### config.mk
export PLATFORM = sky130hd
export DESIGN_NAME = tdmo_port
export DESIGN_NICKNAME = d
export VERILOG_FILES = /design/src/rtl/tdmo_pkg.sv /design/src/rtl/tdmo_bitedge.sv /design/src/rtl/tdmo_clkgen.sv /design/src/rtl/tdmo_slotpick.sv /design/src/rtl/tdmo_port.sv
export SDC_FILE = /design/constraint.sdc
export NUM_CORES = 1
export LEC_CHECK = 0
export BUFFER_PORTS_ARGS = -buffer_cell sky130_fd_sc_hd__buf_2
export CAP_MARGIN = 20
export CORE_ASPECT_RATIO = 1.1
export CORE_MARGIN = 10
export CORE_UTILIZATION = 55
export CTS_CLUSTER_SIZE = 25
export DETAILED_ROUTE_END_ITERATION = 7
export GPL_TIMING_DRIVEN = 0
export PLACE_DENSITY = 0.76
export SYNTH_ARGS = -nofsm -noshare
export SYNTH_HDL_FRONTEND = slang
export SYNTH_SLANG_ARGS = --single-unit
export TNS_END_PERCENT = 10
### constraint.sdc
create_clock -name clk -period 6.9 [get_ports clk]
set_clock_uncertainty 0.15 [all_clocks]
set_input_delay 0 -clock clk [delete_from_list [all_inputs] [get_ports clk]]
set_output_delay 0 -clock clk [all_outputs]
set_load 0.02 [all_outputs]
### src/rtl/tdmo_pkg.sv
package tdmo_pkg;
  localparam int NCH = 4;

  typedef struct packed {
    logic act;
    logic pre;
    logic half;
  } tdmo_phase_t;
endpackage

### src/rtl/tdmo_bitedge.sv
module tdmo_bitedge #(
  parameter int SYNC_STAGES = 2
) (
  input  logic clk,
  input  logic rst_n,
  input  logic use_gen,
  input  logic sclk_i,
  input  logic fs_i,
  input  logic gen_rise,
  input  logic gen_fs,
  output logic rise,
  output logic fs_at
);
  localparam int TOP = SYNC_STAGES - 1;

  logic [SYNC_STAGES-1:0] sck_s, fs_s;
  logic sck_d;

  always_ff @(posedge clk or negedge rst_n) begin
    if (!rst_n) begin
      sck_s <= '0;
      fs_s  <= '0;
      sck_d <= 1'b0;
    end else begin
      sck_s <= {sck_s[TOP-1:0], sclk_i};
      fs_s  <= {fs_s[TOP-1:0], fs_i};
      sck_d <= sck_s[TOP];
    end
  end

  assign rise  = use_gen ? gen_rise : (sck_s[TOP] & ~sck_d);
  assign fs_at = use_gen ? gen_fs : fs_s[TOP];
endmodule

### src/rtl/tdmo_clkgen.sv
module tdmo_clkgen #(
  parameter int DIV_HALF = 2,
  parameter int CNT_W    = 11
) (
  input  logic             clk,
  input  logic             rst_n,
  input  logic             en,
  input  logic             i2s,
  input  logic             fs_half,
  input  logic [CNT_W-1:0] frame_len,
  input  logic [CNT_W-1:0] fs_high,
  output logic             bclk,
  output logic             fs,
  output logic             rise
);
  localparam int DC_W = $clog2(DIV_HALF) + 1;

  logic [DC_W-1:0]  dc_q;
  logic [CNT_W-1:0] bit_q, bit_n, hi_w;
  logic             bclk_q, fs_q, rise_q, wrap, fs_n;

  assign wrap  = (dc_q == DC_W'(DIV_HALF - 1));
  assign bit_n = (bit_q >= frame_len - CNT_W'(1)) ? '0 : bit_q + CNT_W'(1);
  assign hi_w  = fs_half ? (frame_len >> 1) : fs_high;
  assign fs_n  = i2s ? (bit_n >= (frame_len >> 1)) : (bit_n < hi_w);

  always_ff @(posedge clk or negedge rst_n) begin
    if (!rst_n) begin
      dc_q   <= '0;
      bit_q  <= '1;
      bclk_q <= 1'b0;
      fs_q   <= 1'b0;
      rise_q <= 1'b0;
    end else if (!en) begin
      dc_q   <= '0;
      bit_q  <= '1;
      bclk_q <= 1'b0;
      fs_q   <= 1'b0;
      rise_q <= 1'b0;
    end else begin
      rise_q <= wrap && !bclk_q;
      if (wrap) begin
        dc_q   <= '0;
        bclk_q <= !bclk_q;
        if (bclk_q) begin
          bit_q <= bit_n;
          fs_q  <= fs_n;
        end
      end else begin
        dc_q <= dc_q + DC_W'(1);
      end
    end
  end

  assign bclk = bclk_q;
  assign fs   = fs_q;
  assign rise = rise_q;
endmodule

### src/rtl/tdmo_slotpick.sv
module tdmo_slotpick #(
  parameter int NCH    = 4,
  parameter int SLOT_W = 6,
  parameter int CH_W   = 2
) (
  input  logic                  act,
  input  logic [SLOT_W-1:0]     cur,
  input  logic [NCH*SLOT_W-1:0] slots,
  output logic                  hit,
  output logic [CH_W-1:0]       pick
);
  logic [NCH-1:0] match;

  for (genvar g = 0; g < NCH; g++) begin : g_match
    assign match[g] = act && (slots[g*SLOT_W +: SLOT_W] == cur);
  end

  always_comb begin
    pick = '0;
    for (int c = NCH - 1; c >= 0; c--) begin
      if (match[c]) pick = CH_W'(c);
    end
  end

  assign hit = |match;
endmodule

### src/rtl/tdmo_port.sv
module tdmo_port
  import tdmo_pkg::*;
#(
  parameter int DATA_W      = 24,
  parameter int SLOT_W      = 6,
  parameter int CNT_W       = 11,
  parameter int DIV_HALF    = 2,
  parameter int SYNC_STAGES = 2
) (
  input  logic                  clk,
  input  logic                  rst_n,
  input  logic                  s_valid,
  output logic                  s_ready,
  input  logic [NCH*DATA_W-1:0] s_data,
  input  logic                  cfg_master,
  input  logic                  cfg_i2s,
  input  logic                  cfg_shift_left,
  input  logic                  cfg_fs_half,
  input  logic [CNT_W-1:0]      cfg_frame_len,
  input  logic [CNT_W-1:0]      cfg_fs_high,
  input  logic [NCH*SLOT_W-1:0] cfg_slots,
  input  logic                  sclk_i,
  input  logic                  fs_i,
  output logic                  bclk_o,
  output logic                  fs_o,
  output logic                  sd0_o,
  output logic                  sd0_oe,
  output logic                  sd1_o,
  output logic                  sd1_oe
);
  localparam int OFF_W = $clog2(DATA_W);
  localparam int CH_W  = $clog2(NCH);

  typedef logic [NCH-1:0][DATA_W-1:0] set_t;

  logic gen_rise, gen_fs, bit_rise, fs_at;

  tdmo_clkgen #(.DIV_HALF(DIV_HALF), .CNT_W(CNT_W)) u_gen (
    .clk(clk), .rst_n(rst_n), .en(cfg_master), .i2s(cfg_i2s),
    .fs_half(cfg_fs_half), .frame_len(cfg_frame_len), .fs_high(cfg_fs_high),
    .bclk(bclk_o), .fs(gen_fs), .rise(gen_rise)
  );
  assign fs_o = gen_fs;

  tdmo_bitedge #(.SYNC_STAGES(SYNC_STAGES)) u_edge (
    .clk(clk), .rst_n(rst_n), .use_gen(cfg_master), .sclk_i(sclk_i),
    .fs_i(fs_i), .gen_rise(gen_rise), .gen_fs(gen_fs),
    .rise(bit_rise), .fs_at(fs_at)
  );

  // frame start and sample latching
  set_t stage_q, shadow_q, shadow_n;
  logic full_q, fs_prev_q, start, latch;

  assign s_ready  = !full_q;
  assign start    = bit_rise && (cfg_i2s ? (fs_at != fs_prev_q) : (fs_at && !fs_prev_q));
  assign latch    = start && !(cfg_i2s && fs_at);
  assign shadow_n = latch ? (full_q ? stage_q : '0) : shadow_q;

  always_ff @(posedge clk or negedge rst_n) begin
    if (!rst_n) begin
      stage_q   <= '0;
      shadow_q  <= '0;
      full_q    <= 1'b0;
      fs_prev_q <= 1'b0;
    end else begin
      if (bit_rise) fs_prev_q <= fs_at;
      shadow_q <= shadow_n;
      if (latch) full_q <= 1'b0;
      if (s_valid && !full_q) begin
        stage_q <= s_data;
        full_q  <= 1'b1;
      end
    end
  end

  // bit position within the frame
  tdmo_phase_t ph_q, ph_n;
  logic [SLOT_W-1:0] slot_q, slot_n;
  logic [OFF_W-1:0]  off_q, off_n;

  always_comb begin
    ph_n   = ph_q;
    slot_n = slot_q;
    off_n  = off_q;
    if (start) begin
      ph_n.half = fs_at;
      if (cfg_shift_left) begin
        ph_n.act = 1'b1;
        ph_n.pre = 1'b0;
        slot_n   = '0;
        off_n    = '0;
      end else begin
        ph_n.act = 1'b0;
        ph_n.pre = 1'b1;
      end
    end else if (bit_rise) begin
      if (ph_q.pre) begin
        ph_n.act = 1'b1;
        ph_n.pre = 1'b0;
        slot_n   = '0;
        off_n    = '0;
      end else if (ph_q.act) begin
        if (off_q == OFF_W'(DATA_W - 1)) begin
          off_n = '0;
          if (&slot_q) ph_n.act = 1'b0;
          else slot_n = slot_q + SLOT_W'(1);
        end else begin
          off_n = off_q + OFF_W'(1);
        end
      end
    end
  end

  always_ff @(posedge clk or negedge rst_n) begin
    if (!rst_n) begin
      ph_q   <= '0;
      slot_q <= '0;
      off_q  <= '0;
    end else begin
      ph_q   <= ph_n;
      slot_q <= slot_n;
      off_q  <= off_n;
    end
  end

  // output selection
  logic             hit;
  logic [CH_W-1:0]  pick, lch, rch;
  logic [OFF_W-1:0] bsel;
  logic             d0_n, d1_n, oe0_n, oe1_n, first_slot;

  tdmo_slotpick #(.NCH(NCH), .SLOT_W(SLOT_W), .CH_W(CH_W)) u_pick (
    .act(ph_n.act), .cur(slot_n), .slots(cfg_slots), .hit(hit), .pick(pick)
  );

  assign bsel       = OFF_W'(DATA_W - 1) - off_n;
  assign lch        = ph_n.half ? CH_W'(1) : CH_W'(0);
  assign rch        = ph_n.half ? CH_W'(3) : CH_W'(2);
  assign first_slot = ph_n.act && (slot_n == '0);

  always_comb begin
    if (cfg_i2s) begin
      oe0_n = 1'b1;
      oe1_n = 1'b1;
      d0_n  = first_slot && shadow_n[lch][bsel];
      d1_n  = first_slot && shadow_n[rch][bsel];
    end else begin
      oe0_n = hit;
      d0_n  = hit && shadow_n[pick][bsel];
      oe1_n = 1'b0;
      d1_n  = 1'b0;
    end
  end

  always_ff @(posedge clk or negedge rst_n) begin
    if (!rst_n) begin
      sd0_o  <= 1'b0;
      sd0_oe <= 1'b0;
      sd1_o  <= 1'b0;
      sd1_oe <= 1'b0;
    end else if (bit_rise) begin
      sd0_o  <= d0_n;
      sd0_oe <= oe0_n;
      sd1_o  <= d1_n;
      sd1_oe <= oe1_n;
    end
  end
endmodule

## Word-level counts from Yosys, hierarchy flattened

Cells that the tools add are included.

- Register bits: 233
- Input bits: 151

- Add/sub/neg operators: 6
- Bitwise logic cells: 2
- Reduce and logical (&&, ||, !) cells: 24
- $lt $le $gt $ge: 7
- Equal/unequal tests: 9
- Mux-type cells: 64

Operator list:

| kind | number |
|---|---|
| 2-to-1 mux 96 bit | 2 |
| binary-select mux 24 bit (select 2 bit) | 3 |
| 2-to-1 mux 24 bit | 3 |
| 2-to-1 mux 11 bit | 5 |
| 2-to-1 mux 6 bit | 7 |
| 2-to-1 mux 5 bit | 6 |
| 2-to-1 mux 1 bit | 26 |
| == test 6 bit | 4 |
| 2-to-1 mux 2 bit | 9 |
| binary-select mux 1 bit (select 5 bit) | 3 |
| logical AND 1 bit | 14 |
| adder 11 x 1 -> 11 bit (second input constant) | 1 |
| >= comparator 11 x 10 -> 1 bit | 1 |
| >= comparator 11 bit | 1 |
| less-than comparator 11 bit | 1 |
| subtractor 11 x 1 -> 11 bit (second input constant) | 1 |
| adder 6 x 1 -> 6 bit (second input constant) | 1 |
| logical NOT 6 bit | 1 |
| less-than comparator 2 x 3 -> 1 bit (second input constant) | 2 |
| less-than comparator 5 x 6 -> 1 bit (second input constant) | 1 |
| AND reduction 6 bit | 1 |
| adder 5 x 1 -> 5 bit (second input constant) | 1 |
| == test 5 bit (second input constant) | 1 |
| subtractor 5 bit (first input constant) | 1 |
| 11 further kinds | 16 |

## Longest topological paths before layout

Gate-level depths: netlist of the first run.

- Word-level depth: 19
- Gate-level depth with buffers: 28
- Mapped depth without buffers: 28

## By module

Synthesis of the first run repeated with hierarchy kept, for this count alone.

- Cell total of the unflattened synthesis: 1,425
- Area, all modules: 14,044.7 µm²

By module, submodules not included:

| module | sequential area each (µm²) | cells each | times used | area each (µm²) |
|---|---|---|---|---|
| tdmo_port | 5,305.1 | 1,146 | 1 | 11,649.9 |
| tdmo_clkgen | 414.1 | 232 | 1 | 1,919.3 |
| tdmo_slotpick | 0.0 | 38 | 1 | 320.3 |
| tdmo_bitedge | 125.1 | 9 | 1 | 155.1 |

## Worst setup path before layout of the first run

OpenSTA, ideal clock, no wires.

- Path kind: flip-flop to flip-flop
- From: register u_gen.bit_q[0]
- To: register u_gen.fs_q, in the netlist u_gen.fs
- Arrival: 4.735 ns
- Stages on the path, launching flop included: 29
- Path slack: 1.895 ns
- Path buffers: 1
- Library setup time: 0.120 ns
- Clock period less this slack: 5.005 ns
- Path through: dfstp_2 -> inv_1 -> ha_1 -> nand2b_1 -> a21o_1 -> a21o_1 -> a21o_1 -> a21o_1 -> a21o_1 -> a21o_1 -> a21o_1 -> a21o_1 -> a21o_1 -> a21o_1 -> buf_1 -> nor2_1 -> ha_1 -> a21o_1 -> a21o_1 -> a21o_1 -> a21oi_1 -> nor2b_1 -> o21ai_0 -> nand2b_1 -> a21oi_1 -> nor2b_1 -> o21ai_0 -> o2111ai_1 -> a41o_1

- Word-level cells in the longest chain between the ends: 7

RTL lines:

| element | line | source |
|---|---|---|
| start, declared | tdmo_clkgen.sv:19 | `logic [CNT_W-1:0] bit_q, bit_n, hi_w;` |
| start signal, assigned | tdmo_clkgen.sv:46 | `bit_q <= bit_n;` |
| adder 11 x 1 -> 11 bit / >= comparator 11 bit (equally long branches) | tdmo_clkgen.sv:23 | `assign bit_n = (bit_q >= frame_len - CNT_W'(1)) ? '0 : bit_q + CNT_W'(1);` |
| 2-to-1 mux 11 bit * | tdmo_clkgen.sv:23 |  |
| less-than comparator 11 bit / >= comparator 11 x 10 -> 1 bit (equally long branches) | tdmo_clkgen.sv:25 | `assign fs_n = i2s ? (bit_n >= (frame_len >> 1)) : (bit_n < hi_w);` |
| 2-to-1 mux 1 bit * | tdmo_clkgen.sv:25 |  |
| 2-to-1 mux 1 bit * | tdmo_clkgen.sv:45 | `if (bclk_q) begin` |
| 2-to-1 mux 1 bit * | tdmo_clkgen.sv:42 | `if (wrap) begin` |
| 2-to-1 mux 1 bit * | tdmo_clkgen.sv:34 | `end else if (!en) begin` |
| end signal, assigned | tdmo_clkgen.sv:47 | `fs_q <= fs_n;` |
| end, declared | tdmo_clkgen.sv:20 | `logic bclk_q, fs_q, rise_q, wrap, fs_n;` |

Mark *: on every way between the ends. The rest lies on a longest branch, timed or not. The select of a mux whose other input is x is not followed.
A chain may end at the register's enable or synchronous reset.

## Worst setup path in the final report of the first run

- From: register u_gen.fs_q, in the netlist u_gen.fs
- To: register sd0_o

- Word-level cells in the longest chain between the ends: 17

RTL lines:

| element | line | source |
|---|---|---|
| 2-to-1 mux 1 bit * | tdmo_bitedge.sv:32 | `assign fs_at = use_gen ? gen_fs : fs_s[TOP];` |
| net fs_at | tdmo_port.sv:36 | `logic gen_rise, gen_fs, bit_rise, fs_at;` |
| != test 1 bit / logical AND 1 bit (equally long branches) | tdmo_port.sv:56 | `assign start = bit_rise && (cfg_i2s ? (fs_at != fs_prev_q) : (fs_at && !fs_prev_q));` |
| 2-to-1 mux 1 bit | tdmo_port.sv:56 |  |
| logical AND 1 bit | tdmo_port.sv:56 |  |
| 2-to-1 mux 6 bit | tdmo_port.sv:86 | `if (start) begin` |
| == test 6 bit | tdmo_slotpick.sv:15 | `assign match[g] = act && (slots[g*SLOT_W +: SLOT_W] == cur);` |
| logical AND 1 bit | tdmo_slotpick.sv:15 |  |
| 2-to-1 mux 2 bit (4 in series) | tdmo_slotpick.sv:21 | `if (match[c]) pick = CH_W'(c);` |
| binary-select mux 24 bit (select 2 bit) | tdmo_port.sv:150 | `d0_n = hit && shadow_n[pick][bsel];` |
| 2-to-1 mux 24 bit (implied by the code) | tdmo_port.sv:150 |  |
| binary-select mux 1 bit (select 5 bit) | tdmo_port.sv:150 |  |
| 2-to-1 mux 1 bit (implied by the code) | tdmo_port.sv:150 |  |
| logical AND 1 bit | tdmo_port.sv:150 |  |
| 2-to-1 mux 1 bit * | tdmo_port.sv:143 | `if (cfg_i2s) begin` |
| end signal, assigned | tdmo_port.sv:163 | `sd0_o <= d0_n;` |
| end, declared | tdmo_port.sv:26 | `output logic sd0_o,` |

The timed path passes the listed nets; every way through them passes the cells marked *. The select of a mux whose other input is x is not followed.

==> impl_metrics.toml, run 1 <==
[floorplanning]
die_x_um = 167.0
row_count = 59
dieHeight_um = 181.7
dieArea_sq_mm = 0.03036
start_util_pct = 55.54
io_pins = 158
coreArea_sq_mm = 0.02355

[cts]
cts_root_buf = "clkbuf_16"
cts_setup_buffers = 0
cts.sinks = 233
clk_pin_slew_ns = 0.07
cts_buffers = 25
cts_tree = "built"
cts_max_path_buffers = 3
clock_latency_ns = 0.53
ctsResizeCount = 0
htree_levels = 1

[min_path]
hp-class = "in2reg"
hold_depth = 6
hp-start = "cfg_frame_len[10]"
hold_end = "u_gen.fs"

[drt]
post_drt_wl_per_cell_um = 21.70
drtIter0Drc = 1191
vias = 11980
first_pass_iters = 5
route.detailed.drc = 0
antenna_left = 0
routed_wl_mm = 42.99
vias_per_cell = 6.049

[pwr]
finalPower_uw = 6102
leakagePower_uw = 0.007684
irDropWorstVdd_mv = 0.2679
p_per_area_mw_per_mm2 = 377.4

[yosys]
avgSynthCellArea_sq_um = 9.554
netlist_instances = 1369
synth_ff_type = "dfrtp_1"
syn-num-nets = 1556
yosysSeqAreaShare_pct = 44.68
ys.warnings.count = 0
synth_cell_types = 79
ys_async_sr_fraction_pct = 100.0
ys_ff_latch = 233
synth_area_sq_mm = 0.01308
synth_edf_count = 0

[final_layout]
fin_area_sq_mm = 0.01617
multiInputGateArea_sq_mm = 0.006645
n_antenna_cell = 0
seq_area_sq_mm = 0.005844
synthToLayoutAreaGrowth_pct = 23.60
postLayoutCoreUtil_pct = 68.65
final_common_cell = "dfrtp_1"
fillers = 1775
layout.cells.most_common_list = "222 x dfrtp_1, 196 x nand2_1, 162 x buf_2"
drive_gt1_share_pct = 20.64
nets = 1845

[critical_path]
path_class = "reg2reg"
reg2reg_depth = 17
end_kind = "flip-flop"
cp.arrival_ns = 6.19
timing.rr.start = "u_gen.fs"
crit_required_ns = 7.16
max_stage_delay_ns = 0.65
crit_slowest_cell = "o32ai_2"
path_cells = "mux2i_1 -> inv_1 -> ha_1 -> and2_1 -> o32ai_2 -> buf_2 -> a22oi_1 -> a31oi_1 -> nor4bb_1 -> nor4b_2 -> clkbuf_1 -> o31a_1 -> inv_1 -> a2111oi_0 -> nor4_1 -> a211oi_1 -> o31ai_1"
crit_top_cell = "inv_1"
cp-start-kind = "flip-flop"
crit_fanout = 10
worstReg2RegEnd = "sd0_o"
ff2ff_setup_slack_ns = 0.97

[timing]
slew_violations = 0
holdWs_ns = 0.01846
hold_viol_final = 0
fin_crit_ns = 5.934
tns_ns = 0
worstMarginPinSlew_ns = 1.061
grt_setup_unrepaired = "false"
setup_viol = 0
worst_slew_margin_rel_pct = 29.25
post-route-period-util_pct = 86.00
clock.fmax_mhz = 168.5

[global_route]
grt_pass1_wl_mm = 67.30
grt_overflow = 0
grt_pass1_vias = 12050
antenna_found_initial = 1
grt_usage_pct = 27.27
grt_max_degree = 120

[placed_design]
place_area_sq_mm = 0.01428
hpwlAfterDp_mm = 30.44
port_buffers = 156
routabilityCongestion = 0.9729

[run]
maxCapViolCount = 0

[outcome]
status = "finished clean"
[kinds of logic (layout without fill, tap and decap cells)]
| family | Yosys count | in the layout | synth area share, % |
|---|---|---|---|
| simple gates | 518 | 518 | 18.99 |
| compound gates | 271 | 271 | 14.29 |
| flops | 233 | 233 | 44.68 |
| buf+inv | 147 | 454 | 4.515 |
| mux | 140 | 140 | 12.47 |
| fa+ha+maj | 36 | 36 | 3.444 |
| xor+xnor | 24 | 24 | 1.607 |
[worst max-delay path by stage]
stage                         from  endpoint
CTS                       u_gen.fs     sd0_o
global placement          u_gen.fs     sd0_o
finish                    u_gen.fs     sd0_o
detailed placement        u_gen.fs     sd0_o
floorplan           u_gen.bit_q[0]  u_gen.fs
global route              u_gen.fs     sd0_o
[final cells by class]
class | instances | share of cell area (%)
sequential | 233 | 36.15
clock buffer | 33 | 4.241
buffer | 87 | 2.260
inverter | 60 | 1.393
tap | 305 | 2.360
multi-input combinational | 989 | 41.10
timing repair buffer | 262 | 11.55
clock inverter | 12 | 0.9442
[worst max-delay path: cells and delay by family (launching register included)]
kind | cells | cell delay, ns
compound gates | 7 | 2.38
fa+ha+maj | 1 | 0.34
buf+inv | 4 | 1.14
flops | 1 | 0.39
mux | 1 | 0.31
simple gates | 4 | 1.08
[state kept, by name, indices dropped and copies added (netlist names)]
name,flops
shadow_q,96
stage_q,96
u_gen.bit_q,11
slot_q,6
off_q,5
ph_q,3
u_edge.fs_s,2
u_edge.sck_s,2
u_gen.dc_q,2
fs_prev_q,1
full_q,1
sd0_o,1
sd0_oe,1
sd1_o,1
sd1_oe,1
u_edge.sck_d,1
u_gen.bclk,1
u_gen.fs,1
u_gen.rise,1
[timing repair]
item,in CTS,in global routing
hold endpoints to repair,232,0
hold buffers,104,0
endpoints found under the setup margin,0,0
[metal layers]
metal / global-route usage, % / vias up / share of wire, %
met4: 8.014 / 2 / 2.9
met2: 46.82 / 535 / 49
met1: 34.77 / 5880 / 41
li1: - / 5485 / -
met3: 4.190 / 82 / 7.2
met5: 0 / - / 0.030
[power by group]
group          leakage (uW)  switching, uW  internal [uW]
clock              0.000399            574            815
combinational       0.00443           1500            976
sequential          0.00286            305           1930
[cells in the mapped netlist, types with 4 or more instances]
cell type	number	area share [%]
dfrtp_1	222	42
nand2_1	196	5.6
mux2_2	107	9.2
nand3_1	105	4.0
nor2_1	80	2.3
a21oi_1	72	2.8
clkbuf_1	64	1.8
inv_1	60	1.7
o21ai_0	38	1.5
ha_1	36	3.4
and3_1	35	1.7
a21o_1	25	1.4
mux2i_1	22	1.7
a211oi_1	19	1.1
o211ai_1	18	1.0
nand2b_1	16	0.77
nor2b_1	15	0.72
nor3_1	14	0.54
o311ai_0	14	0.94
xnor2_1	14	0.94
buf_1	12	0.34
dfstp_2	11	2.2
xor2_1	10	0.67
nand4_1	9	0.43
and2_1	8	0.38
nor4_1	8	0.38
o2111ai_1	8	0.54
buf_2	7	0.27
mux4_2	7	1.2
a22oi_1	6	0.34
a31oi_1	5	0.24
o22a_1	5	0.33
o31ai_1	5	0.29
or3_1	5	0.24
a211o_1	4	0.27
a221oi_1	4	0.27
a22o_1	4	0.27
a2bb2oi_1	4	0.27
a32oi_1	4	0.27
buf_6	4	0.34
o41ai_1	4	0.27
[metrics by stage]
stage,std cells,setup slack (ns)
floorplan,1369,1.895
global placement,1830,1.018
detailed placement,1831,1.122
CTS,1980,1.068
global route,1981,0.6673
finish,1981,0.9660
No activity file was read; power rests on OpenSTA's default activity.
==> run 2: changes to the inputs <==
--- a/config.mk
+++ b/config.mk
@@ -10,6 +10,7 @@
 export CORE_ASPECT_RATIO = 1.1
 export CORE_MARGIN = 10
 export CORE_UTILIZATION = 55
+export CTS_BUF_LIST = sky130_fd_sc_hd__clkbuf_8
 export CTS_CLUSTER_SIZE = 25
 export DETAILED_ROUTE_END_ITERATION = 7
 export GPL_TIMING_DRIVEN = 0
==> impl_metrics.toml, run 2 (synthesis results as in run 1) <==
[cts]
cts_max_path_buffers = 3
htree_levels = 2
clk_pin_slew_ns = 0.07
cts_buffers = 40
cts_tree = "built"
ctsResizeCount = 0
cts.sinks = 233
cts_root_buf = "clkbuf_8"
clock_latency_ns = 0.55

[final_layout]
nets = 1860
postLayoutCoreUtil_pct = 68.86
drive_gt1_share_pct = 21.63
multiInputGateArea_sq_mm = 0.006645
layout.cells.most_common_list = "222 x dfrtp_1, 196 x nand2_1, 162 x buf_2"
n_antenna_cell = 0
reg.largest.list = "shadow_q x96, stage_q x96, u_gen.bit_q x11"
seq_area_sq_mm = 0.005844
fillers = 1830
final_common_cell = "dfrtp_1"
synthToLayoutAreaGrowth_pct = 23.98

[timing]
hold_viol_final = 0
worstMarginPinSlew_ns = 1.038
grt_setup_unrepaired = "false"
post-route-period-util_pct = 86.18
worst_slew_margin_rel_pct = 30.77
clock.fmax_mhz = 168.2
holdWs_ns = 0.005507
setup_viol = 0
fin_crit_ns = 5.946
slew_violations = 0
tns_ns = 0

[global_route]
grt_pass1_wl_mm = 67.78
grt_max_degree = 120
antenna_found_initial = 0
grt_pass1_vias = 12130
grt_overflow = 0
grt_usage_pct = 27.57

[drt]
routed_wl_mm = 43.16
vias = 12050
post_drt_wl_per_cell_um = 21.52
route.detailed.drc = 0
antenna_left = 0
first_pass_iters = 5
drtIter0Drc = 1149
vias_per_cell = 6.009

[pwr]
p_per_area_mw_per_mm2 = 376.2
leakagePower_uw = 0.007760
irDropWorstVdd_mv = 0.2811
finalPower_uw = 6101

[placed_design]
port_buffers = 156
hpwlAfterDp_mm = 30.44
routabilityCongestion = 0.9729

[floorplanning]
dieArea_sq_mm = 0.03036
io_pins = 158
coreArea_sq_mm = 0.02355
start_util_pct = 55.54
dieHeight_um = 181.7
row_count = 59
die_x_um = 167.0

[critical_path]
reg2reg_depth = 17
cp.arrival_ns = 6.22
end_kind = "flip-flop"
cp-start-kind = "flip-flop"
crit_required_ns = 7.18
path_class = "reg2reg"
crit_fanout = 10

[min_path]
hp-class = "in2async"

[outcome]
status = "finished clean"

[run]
maxCapViolCount = 0
[run 2: cell count changes in the layout (fill, tap and decap cells not counted), sizes merged]
cell    previous run  this run
inv               61        68
clkbuf            97       114
bufinv             3         4
[run 2: worst max-delay path, stage by stage (launching register included)]
cell and delay (ns):
dfrtp_1 0.39, mux2i_1 0.30, inv_1 0.12, ha_1 0.34, and2_1 0.19, o32ai_2 0.64
buf_2 0.37, a22oi_1 0.16, a31oi_1 0.18, nor4bb_1 0.20, nor4b_2 0.58, clkbuf_1 0.47
o31a_1 0.36, inv_1 0.18, a2111oi_0 0.66, nor4_1 0.15, a211oi_1 0.28, o31ai_1 0.10
[run 2: cell type report]
type	instances	area share, %
Clock inverter	20	1.234
Sequential cell	233	36.04
Inverter	60	1.389
Clock buffer	50	4.244
Multi-Input combinational cell	989	40.98
Tap cell	305	2.353
Timing Repair Buffer	262	11.51
Buffer	87	2.253
[run 2: metal layers]
layer | GRT usage (%) | wire length, um | part of all wire (%)
met5 | 0 | 0 | 0
met4 | 9.772 | 1507 | 3.5
met2 | 46.60 | 21110 | 49
met1 | 35.19 | 17800 | 41
met3 | 4.190 | 2750 | 6.4
[run 2: worst paths after layout]
| kind | startpoint | end | slack, ns |
|---|---|---|---|
| max in group asynchronous | rst_n | shadow_q[71] | 5.47 |
| hold / removal | rst_n | stage_q[78] | 0.006 |
| setup reg to reg | u_gen.fs | sd0_o | 0.95 |
| hold reg to reg | u_edge.sck_s[0] | u_edge.sck_s[1] | 0.21 |
| setup / recovery | u_gen.fs | sd0_o | 0.95 |
| min in group clk | cfg_frame_len[10] | u_gen.fs | 0.01 |
[run 2: where the power goes]
part	total, uW	internal, uW	switching, uW
logic	2470	976	1490
clock network	1400	805	593
registers	2230	1930	300
total	6100	3720	2390
[run 2: timing repair]
action / CTS / global route
hold buffers: 104 / 0
buffers inserted: 0 / 0
hold endpoints to repair: 234 / 0
[run 2: metrics by stage]
step                instances  worst slack [ns]  area, sq um
floorplan                1369             1.895        13080
global placement         1830             1.018        14240
detailed placement       1831             1.122        14280
CTS                      2005             1.119        16210
global route             2006            0.6819        16220
finish                   2006            0.9537        16220
